===== src/rtl/nano_ctrl_store.sv =====
module nano_ctrl_store #(
  parameter int AW  = 5,
  parameter int OPW = 3,
  parameter int NW  = 4,
  parameter int CW  = 12,
  parameter logic [3+AW+NW-1:0] USTORE [2**AW] = '{
    {2'd1, 1'b0, 5'd8,  4'd0},
    {2'd1, 1'b0, 5'd10, 4'd0},
    {2'd1, 1'b0, 5'd14, 4'd0},
    {2'd1, 1'b0, 5'd18, 4'd0},
    {2'd1, 1'b0, 5'd22, 4'd0},
    {2'd1, 1'b0, 5'd25, 4'd0},
    {2'd1, 1'b0, 5'd29, 4'd0},
    {2'd1, 1'b0, 5'd31, 4'd0},
    {2'd0, 1'b0, 5'd0,  4'd1},
    {2'd1, 1'b1, 5'd0,  4'd2},
    {2'd0, 1'b0, 5'd0,  4'd3},
    {2'd0, 1'b0, 5'd0,  4'd4},
    {2'd0, 1'b0, 5'd0,  4'd5},
    {2'd1, 1'b0, 5'd8,  4'd6},
    {2'd0, 1'b0, 5'd0,  4'd7},
    {2'd0, 1'b0, 5'd0,  4'd4},
    {2'd0, 1'b0, 5'd0,  4'd5},
    {2'd1, 1'b0, 5'd8,  4'd6},
    {2'd0, 1'b0, 5'd0,  4'd7},
    {2'd0, 1'b0, 5'd0,  4'd4},
    {2'd0, 1'b0, 5'd0,  4'd5},
    {2'd1, 1'b0, 5'd8,  4'd8},
    {2'd0, 1'b0, 5'd0,  4'd4},
    {2'd0, 1'b0, 5'd0,  4'd5},
    {2'd1, 1'b0, 5'd8,  4'd9},
    {2'd0, 1'b0, 5'd0,  4'd4},
    {2'd2, 1'b0, 5'd28, 4'd0},
    {2'd1, 1'b0, 5'd8,  4'd0},
    {2'd1, 1'b0, 5'd8,  4'd10},
    {2'd0, 1'b0, 5'd0,  4'd3},
    {2'd1, 1'b0, 5'd8,  4'd11},
    {2'd1, 1'b0, 5'd8,  4'd12}
  },
  parameter logic [CW-1:0] NSTORE [2**NW] = '{
    12'h000, 12'h101, 12'h202, 12'h048,
    12'h103, 12'h300, 12'h220, 12'h050,
    12'h2A0, 12'h410, 12'h204, 12'h028,
    12'h800, 12'h000, 12'h000, 12'h000
  }
) (
  input  logic           clk,
  input  logic           rst_n,
  input  logic [OPW-1:0] bus_op,
  input  logic           zero_flag,
  output logic [CW-1:0]  ctrl,
  output logic [AW-1:0]  uaddr
);
  localparam int UW = 3 + AW + NW;

  logic [AW-1:0] upc;
  logic [AW-1:0] upc_nxt;
  logic [UW-1:0] uword;
  logic [1:0]    cond;
  logic          from_bus;
  logic [AW-1:0] target;
  logic [NW-1:0] nidx;
  logic          take;

  assign uword = USTORE[upc];
  assign {cond, from_bus, target, nidx} = uword;

  always_comb begin
    case (cond)
      2'd1:    take = 1'b1;
      2'd2:    take = zero_flag;
      default: take = 1'b0;
    endcase
  end

  assign upc_nxt = take ? (from_bus ? AW'(bus_op) : target) : upc + 1'b1;

  always_ff @(posedge clk or negedge rst_n) begin
    if (!rst_n) begin
      upc  <= '0;
      ctrl <= '0;
    end else begin
      upc  <= upc_nxt;
      ctrl <= NSTORE[nidx];
    end
  end

  assign uaddr = upc;


  seq_inc_chk: assert property (@(posedge clk) disable iff (!rst_n)
    (cond == 2'd0 || cond == 2'd3) |=> uaddr == AW'($past(uaddr) + 1'b1));


  seq_jump_chk: assert property (@(posedge clk) disable iff (!rst_n)
    (cond == 2'd1 && !from_bus) |=> uaddr == $past(target));


  seq_bus_chk: assert property (@(posedge clk) disable iff (!rst_n)
    (cond == 2'd1 && from_bus) |=> uaddr == AW'($past(bus_op)));


  seq_cond_chk: assert property (@(posedge clk) disable iff (!rst_n)
    (cond == 2'd2 && !zero_flag) |=> uaddr == AW'($past(uaddr) + 1'b1));


  idle_pattern_chk: assert property (@(posedge clk) disable iff (!rst_n)
    (nidx == '0) |=> ctrl == '0);
endmodule


===== config.mk =====
export PLATFORM = sky130hd
export DESIGN_NAME = nano_ctrl_store
export DESIGN_NICKNAME = d
export VERILOG_FILES = /design/src/rtl/nano_ctrl_store.sv
export SDC_FILE = /design/constraint.sdc
export NUM_CORES = 1
export LEC_CHECK = 0
export ABC_AREA = 1
export BUFFER_PORTS_ARGS = -buffer_cell sky130_fd_sc_hd__buf_2
export CORE_UTILIZATION = 54
export DETAILED_ROUTE_END_ITERATION = 8
export PLACE_DENSITY = 0.78
export SKIP_CTS_REPAIR_TIMING = 1
export SLEW_MARGIN = 20
export SYNTH_ARGS = -nofsm -noshare
export SYNTH_HDL_FRONTEND = slang
export SYNTH_SLANG_ARGS = --single-unit

===== constraint.sdc =====
create_clock -name clk -period 2.8 [get_ports clk]
set_input_delay 0 -clock clk [delete_from_list [all_inputs] [get_ports clk]]
set_output_delay 0 -clock clk [all_outputs]
set_load 0.005 [all_outputs]

==> metrics.md, run 1 <==
| Metric | Value |
|---|---|
| Setup TNS Final | 0 ps |
| Global route total overflow | 0 |
| DRC errors left | 0 |
| YS warnings | 0 |
| Slowest cell on crit path | sky130_fd_sc_hd__dfrtp_1 |
| Placed cell area | 1370 um^2 |
| Residual antenna-violating net count after detailed routing | 0 |
| FMAX | 403 MHz |
| Worst-path fanout max | 9 |
| Total of flip-flops plus latches after synthesis | 17 |
| Most frequent cells in the layout | 28 x sky130_fd_sc_hd__nand2_1, 24 x sky130_fd_sc_hd__inv_1, 22 x sky130_fd_sc_hd__buf_2 |
| Initial antenna violation count | 0 |
| Finished Layout Cells | 207 |
| Clock buffer count from CTS | 3 |
| Initial DRC count | 36 |
| Final design instance area without fill | 1400 um^2 |
| Worst clock skew | 2.43 ps |
| Clock transition time at the flip-flop clock pins of the worst setup and hold paths | 100 ps |
| Cell-by-cell trace of the critical path | inv_1 -> ha_1 -> inv_1 -> o211ai_1 -> nand2_1 -> o21a_1 -> inv_1 -> ha_1 -> a21oi_2 -> mux2_2 |
| Layout-stage area growth over the synthesis result | 13.1% |
| Static power due to leakage | 0.800 nW |
| Avg Vias per Cell | 5.28 |
| Type of element capturing the critical path | flop |
| Overall die area | 2490 um^2 |
| Power density over the cells | 1290 nW/um^2 |
| Fraction of registers with async set or reset after synthesis | 100% |
| Count of flip-flops with a built-in enable after synthesis | 0 |
| Global-route wire length before repair | 4440 um |
| Count of endpoints failing hold in the final timing report | 0 |
| # IOs | 23 |
| Dpl hpwl | 1880 um |
| Mapped Area | 1240 um^2 |
| Commonest non-fill, non-tap cell in the layout | sky130_fd_sc_hd__nand2_1 |
| Routed wire length per instance | 12.1 um |
| Min cycle time layout | 2480 ps |
| Port buffer count | 22 |
| Min-Delay Path Class | in2reg |
| Minimum hold slack | 7.14 ps |
| Worst Slack Setup Final | 316 ps |
| Die height | 49.9 um |
| Slew at the pin closest to its max-slew limit | 445 ps |
| Number of buffers on the longest clock path | 2 |
| Post-synthesis cell count | 155 |
| Net count of the finished layout | 203 |
| RSZ-0062 raised after global routing | no |
| Number of distinct standard cells referenced by the synthesized netlist | 30 |
| Max-Slew Margin vs Limit | 70.4% |
| Clock network latency to the later pin of the worst-skew pair | 290 ps |
| Clock root cell | sky130_fd_sc_hd__clkbuf_4 |
| Setup WS pre-CTS | 354 ps |
| Combined global-route utilization of all metal layers | 23.2% |
| Number of antenna diodes | 0 |
| Final setup vio count | 0 |
| VDD IR-drop max | 0.814 mV |
| Chip width | 49.9 um |
| Period utilisation layout | 88.7% |
| Routed WL | 2510 um |
| Number of sinks handled by clock tree synthesis | 17 |
| Crit path top cell by count | sky130_fd_sc_hd__inv_1 |
| Arrival time at the worst endpoint | 2670 ps |
| Max cap viols | 0 |
| Leading register cell type out of synthesis | sky130_fd_sc_hd__dfrtp_1 |
| Peak per-stage delay on the critical path | 430 ps |
| Initial core utilization | 60.2% |
| Post-Place Cells | 202 |
| Mapped Nets | 177 |
| Maximum number of pins on one net before global-route repair | 18 |
| Clock tree from TritonCTS | built |
| Outcome | complete, no violations |
| Final core utilization | 68.1% |
| Ratio of cells with drive above 1 in the final layout | 23.9% |
| Number of global-route vias before repair | 1014 |
| Startpoint kind of the worst setup timing path | flop |
| Weighted congestion reported at the end of routability-driven placement | 0.985 |
| Power consumption | 1.82 mW |
| Share of synthesized area occupied by flip-flops and latches | 34.3% |
| Required time reported for the critical path endpoint | 2980 ps |
| Slew Viols, Final | 0 |
| Site Rows | 16 |
| First-pass iteration count of the detailed router | 4 |
| Core ar. | 2060 um^2 |
| Via count of the routed design | 1093 |
| Avg Synthesized Cell Area | 8.01 um^2 |
| CTS HTree Levels | 1 |
| Worst setup path category | reg2reg |
## power by group
part	internal, mW	switching (mW)
combinational	0.459	0.788
sequential	0.343	0.0969
clock	0.0530	0.0779
total	0.855	0.963
## worst max-delay path: cells and delay by family (launching register included)
family	cells	cell delay [ps]
AO/OA/AOI/OAI	3	520
adder cells (fa/ha/maj)	2	670
buffers and inverters	3	280
flip-flops	1	430
multiplexers	1	390
AND/OR/NAND/NOR	1	80
## Yosys cell counts, types with 2 or more instances
cell | number | share of area [%]
sky130_fd_sc_hd__nand2_1 | 28 | 8.5
sky130_fd_sc_hd__inv_1 | 24 | 7.3
sky130_fd_sc_hd__dfrtp_1 | 17 | 34
sky130_fd_sc_hd__ha_1 | 16 | 16
sky130_fd_sc_hd__nor2_1 | 15 | 4.5
sky130_fd_sc_hd__nand3_1 | 13 | 5.2
sky130_fd_sc_hd__o21ai_0 | 5 | 2.0
sky130_fd_sc_hd__a21oi_1 | 3 | 1.2
sky130_fd_sc_hd__inv_2 | 3 | 0.91
sky130_fd_sc_hd__nand4_1 | 3 | 1.5
sky130_fd_sc_hd__a21oi_2 | 2 | 1.4
sky130_fd_sc_hd__buf_4 | 2 | 1.2
sky130_fd_sc_hd__nand2_2 | 2 | 1.0
sky130_fd_sc_hd__o211ai_1 | 2 | 1.2
sky130_fd_sc_hd__o21ai_1 | 2 | 0.81
sky130_fd_sc_hd__o21ai_2 | 2 | 1.4
sky130_fd_sc_hd__o22ai_1 | 2 | 1.0
sky130_fd_sc_hd__xor2_1 | 2 | 1.4
## area by class of cell
class / instances / area [um^2]
clock buffer: 3 / 22.5
clock inverter: 1 / 5.00
fill: 171 / 658
inverter: 28 / 108
multi-input combinational: 107 / 682
sequential: 17 / 425
tap: 27 / 33.8
timing repair buffer: 24 / 128
## cells by family after synthesis
kind of cell | Yosys count | share of synthesized area, %
adder cells (fa/ha/maj) | 16 | 16.1
multiplexers | 1 | 0.907
AND/OR/NAND/NOR | 67 | 25.7
AO/OA/AOI/OAI | 21 | 10.8
buffers and inverters | 31 | 10.8
XOR/XNOR | 2 | 1.41
flip-flops | 17 | 34.3
## path summary, 6_finish.rpt
check                      slack [ps]               start                  to  cells past startpoint
setup / recovery                  320  uaddr[0]$_DFF_PN0_  uaddr[4]$_DFF_PN0_                     10
hold / removal                      7           bus_op[1]  uaddr[1]$_DFF_PN0_                      3
setup reg to reg                  320  uaddr[0]$_DFF_PN0_  uaddr[4]$_DFF_PN0_                     10
hold reg to reg                   590  uaddr[0]$_DFF_PN0_  uaddr[0]$_DFF_PN0_                      1
max in group asynchronous        2390               rst_n  ctrl[10]$_DFF_PN0_                      2
min in group asynchronous         150               rst_n  uaddr[2]$_DFF_PN0_                      2
## routing by layer
layer / part of all wire (%) / up-vias / global-route usage (%)
met2: 44 / 58 / 35.8
met3: 8.6 / 4 / 3.40
li1: - / 542 / -
met4: 0.76 / 0 / 5.24
met5: 0 / - / 0
met1: 46 / 489 / 33.8
## registers in the layout, indices dropped and copies added (netlist names)
| name | cells |
|---|---|
| uaddr | 5 |
| ctrl | 12 |
Note: power is estimated with default switching activity, not from simulation.
==> run 2: changes to the inputs <==
--- a/config.mk
+++ b/config.mk
@@ -7,9 +7,12 @@
 export LEC_CHECK = 0
 export ABC_AREA = 1
 export BUFFER_PORTS_ARGS = -buffer_cell sky130_fd_sc_hd__buf_2
-export CORE_UTILIZATION = 54
+export CELL_PAD_IN_SITES_DETAIL_PLACEMENT = 0
+export CELL_PAD_IN_SITES_GLOBAL_PLACEMENT = 2
+export CORE_MARGIN = 2
+export CORE_UTILIZATION = 32
 export DETAILED_ROUTE_END_ITERATION = 8
-export PLACE_DENSITY = 0.78
+export PLACE_DENSITY_LB_ADDON = 0.1
 export SKIP_CTS_REPAIR_TIMING = 1
 export SLEW_MARGIN = 20
 export SYNTH_ARGS = -nofsm -noshare
==> metrics.md, run 2 (synthesis results as in run 1) <==
| Metric | Value |
|---|---|
| Outcome | complete, no violations (unchanged) |
| Cell depth of the worst hold path | 3 (unchanged) |
| FMAX | 404 MHz (was 403 MHz) |
| Via count of the routed design | 1041 (was 1093) |
| Setup WS pre-CTS | 329 ps (was 354 ps) |
| Slew Viols, Final | 0 (unchanged) |
| Static power due to leakage | 0.808 nW (was 0.800 nW) |
| FF-to-FF path depth | 10 (unchanged) |
| Internal Pwr Total | 0.902 mW (was 0.855 mW) |
| Min cycle time layout | 2480 ps (about the same) |
| Ratio of cells with drive above 1 in the final layout | 23.9% (unchanged) |
| Arrival time at the worst endpoint | 2610 ps (was 2670 ps) |
| Worst-path fanout max | 9 (unchanged) |
| Startpoint kind of the worst setup timing path | flop (unchanged) |
| Period utilisation layout | 88.5% (was 88.7%) |
| Routed wire length per instance | 12.1 um (about the same) |
| First-pass iteration count of the detailed router | 4 (unchanged) |
| # IOs | 23 (unchanged) |
| Residual antenna-violating net count after detailed routing | 0 (unchanged) |
| Slowest cell on crit path | sky130_fd_sc_hd__dfrtp_1 (unchanged) |
| Number of global-route vias before repair | 958 (was 1014) |
| Net Sw Power | 0.960 mW (was 0.963 mW) |
| Sw Ratio | 51.6% (was 53.0%) |
| Core ar. | 3690 um^2 (was 2060 um^2) |
| Net count of the finished layout | 203 (unchanged) |
| Final design instance area without fill | 1450 um^2 (was 1400 um^2) |
| Weighted congestion reported at the end of routability-driven placement | 0.801 (was 0.985) |
| Crit path top cell by count | sky130_fd_sc_hd__inv_1 (unchanged) |
| Maximum number of pins on one net before global-route repair | 18 (unchanged) |
| Worst setup path category | reg2reg (unchanged) |
| Type of element capturing the critical path | flop (unchanged) |
| Overall die area | 4390 um^2 (was 2490 um^2) |
| Slew at the pin closest to its max-slew limit | 507 ps (was 445 ps) |
| Top delay family on crit path | adder cells (unchanged) |
| DRC errors left | 0 (unchanged) |
| Number of antenna diodes | 0 (unchanged) |
| Global-route wire length before repair | 4730 um (was 4440 um) |
| Final setup vio count | 0 (unchanged) |
| CTS HTree Levels | 1 (unchanged) |
| Commonest non-fill, non-tap cell in the layout | sky130_fd_sc_hd__nand2_1 (unchanged) |
| Clock tree from TritonCTS | built (unchanged) |
| Required time reported for the critical path endpoint | 2930 ps (was 2980 ps) |
| Part of the power in combinational logic | 66.9% (was 68.6%) |
| Max-Slew Margin vs Limit | 66.2% (was 70.4%) |
| Site Rows | 22 (was 16) |
| Worst Slack Setup Final | 323 ps (was 316 ps) |
| Initial core utilization | 33.6% (was 60.2%) |
| Layout-stage area growth over the synthesis result | 16.7% (was 13.1%) |
| Number of flip-flops under the largest register name | 12 (unchanged) |
| Register bank with the most flops | ctrl (unchanged) |
| Initial DRC count | 61 (was 36) |
| Placed cell area | 1390 um^2 (was 1370 um^2) |
| Initial antenna violation count | 0 (unchanged) |
| Number of buffers on the longest clock path | 2 (unchanged) |
| Min-Delay Path Class | in2reg (unchanged) |
| Combined global-route utilization of all metal layers | 13.9% (was 23.2%) |
| Total stage count of the critical path | 10 (unchanged) |
| Avg Vias per Cell | 4.57 (was 5.28) |
| Count of endpoints failing hold in the final timing report | 0 (unchanged) |
| Power density over the cells | 1280 nW/um^2 (was 1290 nW/um^2) |
| Chip width | 66.3 um (was 49.9 um) |
| Global route total overflow | 0 (unchanged) |
| Worst clock skew | 1.24 ps (was 2.43 ps) |
| Clock transition time at the flip-flop clock pins of the worst setup and hold paths | 70 ps (was 100 ps) |
| Max cap viols | 0 (unchanged) |
| Clock buffer count from CTS | 3 (unchanged) |
| Peak per-stage delay on the critical path | 410 ps (was 430 ps) |
| Cell-by-cell trace of the critical path | inv_1 -> ha_1 -> inv_1 -> o211ai_1 -> nand2_1 -> o21a_1 -> inv_1 -> ha_1 -> a21oi_2 -> mux2_2 (unchanged) |
| Dpl hpwl | 2190 um (was 1880 um) |
| Share of power burned in the clock network | 9.8% (was 7.2%) |
| Port buffer count | 22 (unchanged) |
| Number of sinks handled by clock tree synthesis | 17 (unchanged) |
| Clock network latency to the later pin of the worst-skew pair | 250 ps (was 290 ps) |
| Most frequent cells in the layout | 28 x sky130_fd_sc_hd__nand2_1, 24 x sky130_fd_sc_hd__inv_1, 22 x sky130_fd_sc_hd__buf_2 (unchanged) |
| VDD IR-drop max | 0.373 mV (was 0.814 mV) |
| Routed WL | 2760 um (was 2510 um) |
| Die height | 66.3 um (was 49.9 um) |
| RSZ-0062 raised after global routing | no (unchanged) |
| Flop pwr share | 23.3% (was 24.2%) |
| Clock root cell | sky130_fd_sc_hd__clkbuf_8 (was sky130_fd_sc_hd__clkbuf_4) |
| Setup TNS Final | 0 ps (unchanged) |
| Critical path buffers and inverters | 3 (unchanged) |
-- run 2: cell type report --
type	count	area [um^2]
fillers	400	2240
clock inverters	1	5.00
flip-flops and latches	17	425
multi-input cells	107	682
inverters	28	108
clock buffers	3	41.3
well taps	48	60.1
repair buffers	24	128
-- run 2: through the flow --
stage          cells  hold slack [ps]  utilization [%]  power [mW]
2_1_floorplan    155             -296                -        1.37
3_3_place_gp     223            -54.3             37.8        1.71
3_5_place_dp     223            -51.1             37.8        1.69
4_1_cts          227             -321             39.0        1.88
5_1_grt          228             67.2             39.3        2.10
6_report         228             56.0             39.3        1.86
-- run 2: final timing paths --
path                                     from                  to  slack (ps)
min reg2reg                uaddr[0]$_DFF_PN0_  uaddr[0]$_DFF_PN0_         560
max reg2reg                uaddr[0]$_DFF_PN0_  uaddr[4]$_DFF_PN0_         320
max in group asynchronous               rst_n   ctrl[3]$_DFF_PN0_        2310
max                        uaddr[0]$_DFF_PN0_  uaddr[4]$_DFF_PN0_         320
min                                 bus_op[1]  uaddr[1]$_DFF_PN0_          60
min in group asynchronous               rst_n  ctrl[11]$_DFF_PN0_         210
-- run 2: metal layers --
| metal | vias to the layer above | GRT usage (%) | part of all wire [%] |
|---|---|---|---|
| li1 | 550 | - | - |
| met2 | 21 | 20.1 | 42 |
| met5 | - | 0 | 0 |
| met3 | 2 | 2.04 | 3.8 |
| met4 | 0 | 3.06 | 0.94 |
| met1 | 468 | 21.6 | 54 |
-- run 2: worst min-delay path: stages --
cell and delay (ps):
sky130_fd_sc_hd__buf_2 100, sky130_fd_sc_hd__nand4_1 80, sky130_fd_sc_hd__a31oi_1 80
-- run 2: power groups by stage --
stage                     Clock [mW]  Sequential, mW  Combinational [mW]
after floorplan                    0           0.410               0.964
after global placement             0           0.436                1.27
after detailed placement           0           0.439                1.25
after CTS                      0.189           0.434                1.26
after global routing           0.203           0.450                1.45
final                          0.182           0.433                1.25
==> run 3: changes to the inputs <==
--- a/config.mk
+++ b/config.mk
@@ -9,10 +9,11 @@
 export BUFFER_PORTS_ARGS = -buffer_cell sky130_fd_sc_hd__buf_2
 export CELL_PAD_IN_SITES_DETAIL_PLACEMENT = 0
 export CELL_PAD_IN_SITES_GLOBAL_PLACEMENT = 2
+export CORE_ASPECT_RATIO = 0.9
 export CORE_MARGIN = 2
 export CORE_UTILIZATION = 32
 export DETAILED_ROUTE_END_ITERATION = 8
-export PLACE_DENSITY_LB_ADDON = 0.1
+export PLACE_DENSITY = 0.77
 export SKIP_CTS_REPAIR_TIMING = 1
 export SLEW_MARGIN = 20
 export SYNTH_ARGS = -nofsm -noshare
==> metrics.md, run 3 (synthesis results as in run 1) <==
| Metric | Value |
|---|---|
| Part of the power in combinational logic | 65.9% (was 66.9%) |
| Max-Slew Margin vs Limit | 66.3% (was 66.2%) |
| Worst clock skew | 2.62 ps (was 1.24 ps) |
| CTS HTree Levels | 1 (unchanged) |
| Required time reported for the critical path endpoint | 2940 ps (was 2930 ps) |
| Layout-stage area growth over the synthesis result | 16.4% (was 16.7%) |
| Site Rows | 21 (was 22) |
| Routed WL | 2860 um (was 2760 um) |
| Overall die area | 4390 um^2 (about the same) |
| First-pass iteration count of the detailed router | 4 (unchanged) |
| Final setup vio count | 0 (unchanged) |
| Number of sinks handled by clock tree synthesis | 17 (unchanged) |
| DRC errors left | 0 (unchanged) |
| FF-to-FF path depth | 11 (was 10) |
| Global route total overflow | 0 (unchanged) |
| Initial DRC count | 28 (was 61) |
| Number of antenna diodes | 0 (unchanged) |
| Arrival time at the worst endpoint | 2450 ps (was 2610 ps) |
| Port buffer count | 22 (unchanged) |
| Clock root cell | sky130_fd_sc_hd__clkbuf_8 (unchanged) |
| Minimum hold slack | 53.5 ps (was 56.0 ps) |
| Number of flip-flops under the largest register name | 12 (unchanged) |
| Type of element capturing the critical path | flop (unchanged) |
| Initial core utilization | 33.3% (was 33.6%) |
| Crit path top cell by count | sky130_fd_sc_hd__inv_1 (unchanged) |
| Initial antenna violation count | 0 (unchanged) |
| FMAX | 432 MHz (was 404 MHz) |
| Total stage count of the critical path | 11 (was 10) |
| Min cycle time layout | 2310 ps (was 2480 ps) |
| Number of global-route vias before repair | 1060 (was 958) |
| Clock tree from TritonCTS | built (unchanged) |
| Sw Ratio | 51.6% (about the same) |
| Clock buffer count from CTS | 3 (unchanged) |
| Count of endpoints failing hold in the final timing report | 0 (unchanged) |
| RSZ-0062 raised after global routing | no (unchanged) |
| Ratio of cells with drive above 1 in the final layout | 23.3% (was 23.9%) |
| Most frequent cells in the layout | 28 x sky130_fd_sc_hd__nand2_1, 24 x sky130_fd_sc_hd__inv_1, 22 x sky130_fd_sc_hd__buf_2 (unchanged) |
| Commonest non-fill, non-tap cell in the layout | sky130_fd_sc_hd__nand2_1 (unchanged) |
| Residual antenna-violating net count after detailed routing | 0 (unchanged) |
| Global-route wire length before repair | 4770 um (was 4730 um) |
| Power consumption | 1.89 mW (was 1.86 mW) |
| Setup TNS Final | 0 ps (unchanged) |
| Maximum number of pins on one net before global-route repair | 18 (unchanged) |
| VDD IR-drop max | 0.480 mV (was 0.373 mV) |
| Top delay family on crit path | adder cells (unchanged) |
| Clock transition time at the flip-flop clock pins of the worst setup and hold paths | 70 ps (about the same) |
| Net Sw Power | 0.975 mW (was 0.960 mW) |
| Avg Vias per Cell | 4.64 (was 4.57) |
| Combined global-route utilization of all metal layers | 13.6% (was 13.9%) |
| Slew at the pin closest to its max-slew limit | 505 ps (was 507 ps) |
| Share of power burned in the clock network | 9.9% (was 9.8%) |
| Min-Delay Path Class | in2reg (unchanged) |
| Number of filler instances in the final layout | 405 (was 400) |
| Internal Pwr Total | 0.916 mW (was 0.902 mW) |
| Net count of the finished layout | 203 (unchanged) |
| Slew Viols, Final | 0 (unchanged) |
| Number of buffers on the longest clock path | 2 (unchanged) |
| Dpl hpwl | 2200 um (was 2190 um) |
| Critical path buffers and inverters | 4 (was 3) |
| Core ar. | 3730 um^2 (was 3690 um^2) |
| Via count of the routed design | 1048 (was 1041) |
| Cell depth of the worst hold path | 3 (unchanged) |
| Startpoint kind of the worst setup timing path | flop (unchanged) |
| Slowest cell on crit path | sky130_fd_sc_hd__dfrtp_1 (unchanged) |
| Period utilisation layout | 82.6% (was 88.5%) |
| Peak per-stage delay on the critical path | 440 ps (was 410 ps) |
| Clock network latency to the later pin of the worst-skew pair | 250 ps (about the same) |
| Worst-path fanout max | 6 (was 9) |
| Static power due to leakage | 0.805 nW (was 0.808 nW) |
| Routed wire length per instance | 12.7 um (was 12.1 um) |
| Power density over the cells | 1310 nW/um^2 (was 1280 nW/um^2) |
| # IOs | 23 (unchanged) |
| Flop pwr share | 24.1% (was 23.3%) |
| Outcome | complete, no violations (unchanged) |
| Die height | 63.1 um (was 66.3 um) |
| Chip width | 69.7 um (was 66.3 um) |
| Cell-by-cell trace of the critical path | inv_1 -> ha_1 -> inv_1 -> o21ai_0 -> inv_1 -> nand2_1 -> o21a_1 -> inv_1 -> ha_1 -> a21oi_2 -> mux2_2 (was inv_1 -> ha_1 -> inv_1 -> o211ai_1 -> nand2_1 -> o21a_1 -> inv_1 -> ha_1 -> a21oi_2 -> mux2_2) |
| Worst setup path category | reg2reg (unchanged) |
| Weighted congestion reported at the end of routability-driven placement | 0.857 (was 0.801) |
| Max cap viols | 0 (unchanged) |
| Register bank with the most flops | ctrl (unchanged) |
## run 3: cell types whose count changed in the layout (fill, tap and decap cells not counted), sizes merged
cell and delta:
clkbuf +1, clkinv -1
## run 3: worst register-to-register path, cell delays in order, from the launching register on
cell	delay [ps]
sky130_fd_sc_hd__dfrtp_1	440
sky130_fd_sc_hd__inv_1	130
sky130_fd_sc_hd__ha_1	290
sky130_fd_sc_hd__inv_1	80
sky130_fd_sc_hd__o21ai_0	140
sky130_fd_sc_hd__inv_1	70
sky130_fd_sc_hd__nand2_1	60
sky130_fd_sc_hd__o21a_1	130
sky130_fd_sc_hd__inv_1	60
sky130_fd_sc_hd__ha_1	300
sky130_fd_sc_hd__a21oi_2	140
sky130_fd_sc_hd__mux2_2	350
## run 3: final cells by class
cell class              count  area (um^2)  share of cell area [%]
multi-input cells         107          682                    47.2
flip-flops and latches     17          425                    29.4
repair buffers             24          128                    8.83
inverters                  28          108                    7.45
well taps                  46         57.6                    3.98
clock buffers               4         45.0                    3.12
## run 3: metal layers
layer  vias to the layer above  part of all wire (%)  global-route usage, %
met5                         -                     0                      0
met4                         0                  0.24                   1.44
met3                         2                   3.9                   3.68
met2                        18                    43                   21.3
met1                       487                    53                   19.7
li1                        541                     -                      -
## run 3: per-stage QoR
stage | cells | setup WS (ps) | cell area (um^2) | utilization (%)
3_3_place_gp | 221 | 528 | 1390 | 37.3
4_1_cts | 225 | 473 | 1440 | 38.5
6_report | 226 | 487 | 1450 | 38.7
2_1_floorplan | 155 | 558 | 1240 | -
3_5_place_dp | 221 | 504 | 1390 | 37.3
5_1_grt | 226 | 281 | 1450 | 38.7
## run 3: final timing paths
kind,end,slack (ps),start
min in group asynchronous,ctrl[3]$_DFF_PN0_,200,rst_n
setup reg to reg,uaddr[4]$_DFF_PN0_,490,uaddr[1]$_DFF_PN0_
hold reg to reg,uaddr[0]$_DFF_PN0_,570,uaddr[0]$_DFF_PN0_
hold / removal,uaddr[1]$_DFF_PN0_,50,bus_op[1]
max in group asynchronous,uaddr[3]$_DFF_PN0_,2330,rst_n
setup / recovery,uaddr[4]$_DFF_PN0_,490,uaddr[1]$_DFF_PN0_
## run 3: power groups by stage
stage / combinational, mW / sequential [mW] / clock, mW
final: 1.25 / 0.456 / 0.188
after global routing: 1.43 / 0.470 / 0.200
after CTS: 1.26 / 0.457 / 0.194
after detailed placement: 1.25 / 0.461 / 0
after floorplan: 0.964 / 0.410 / 0
after global placement: 1.25 / 0.460 / 0
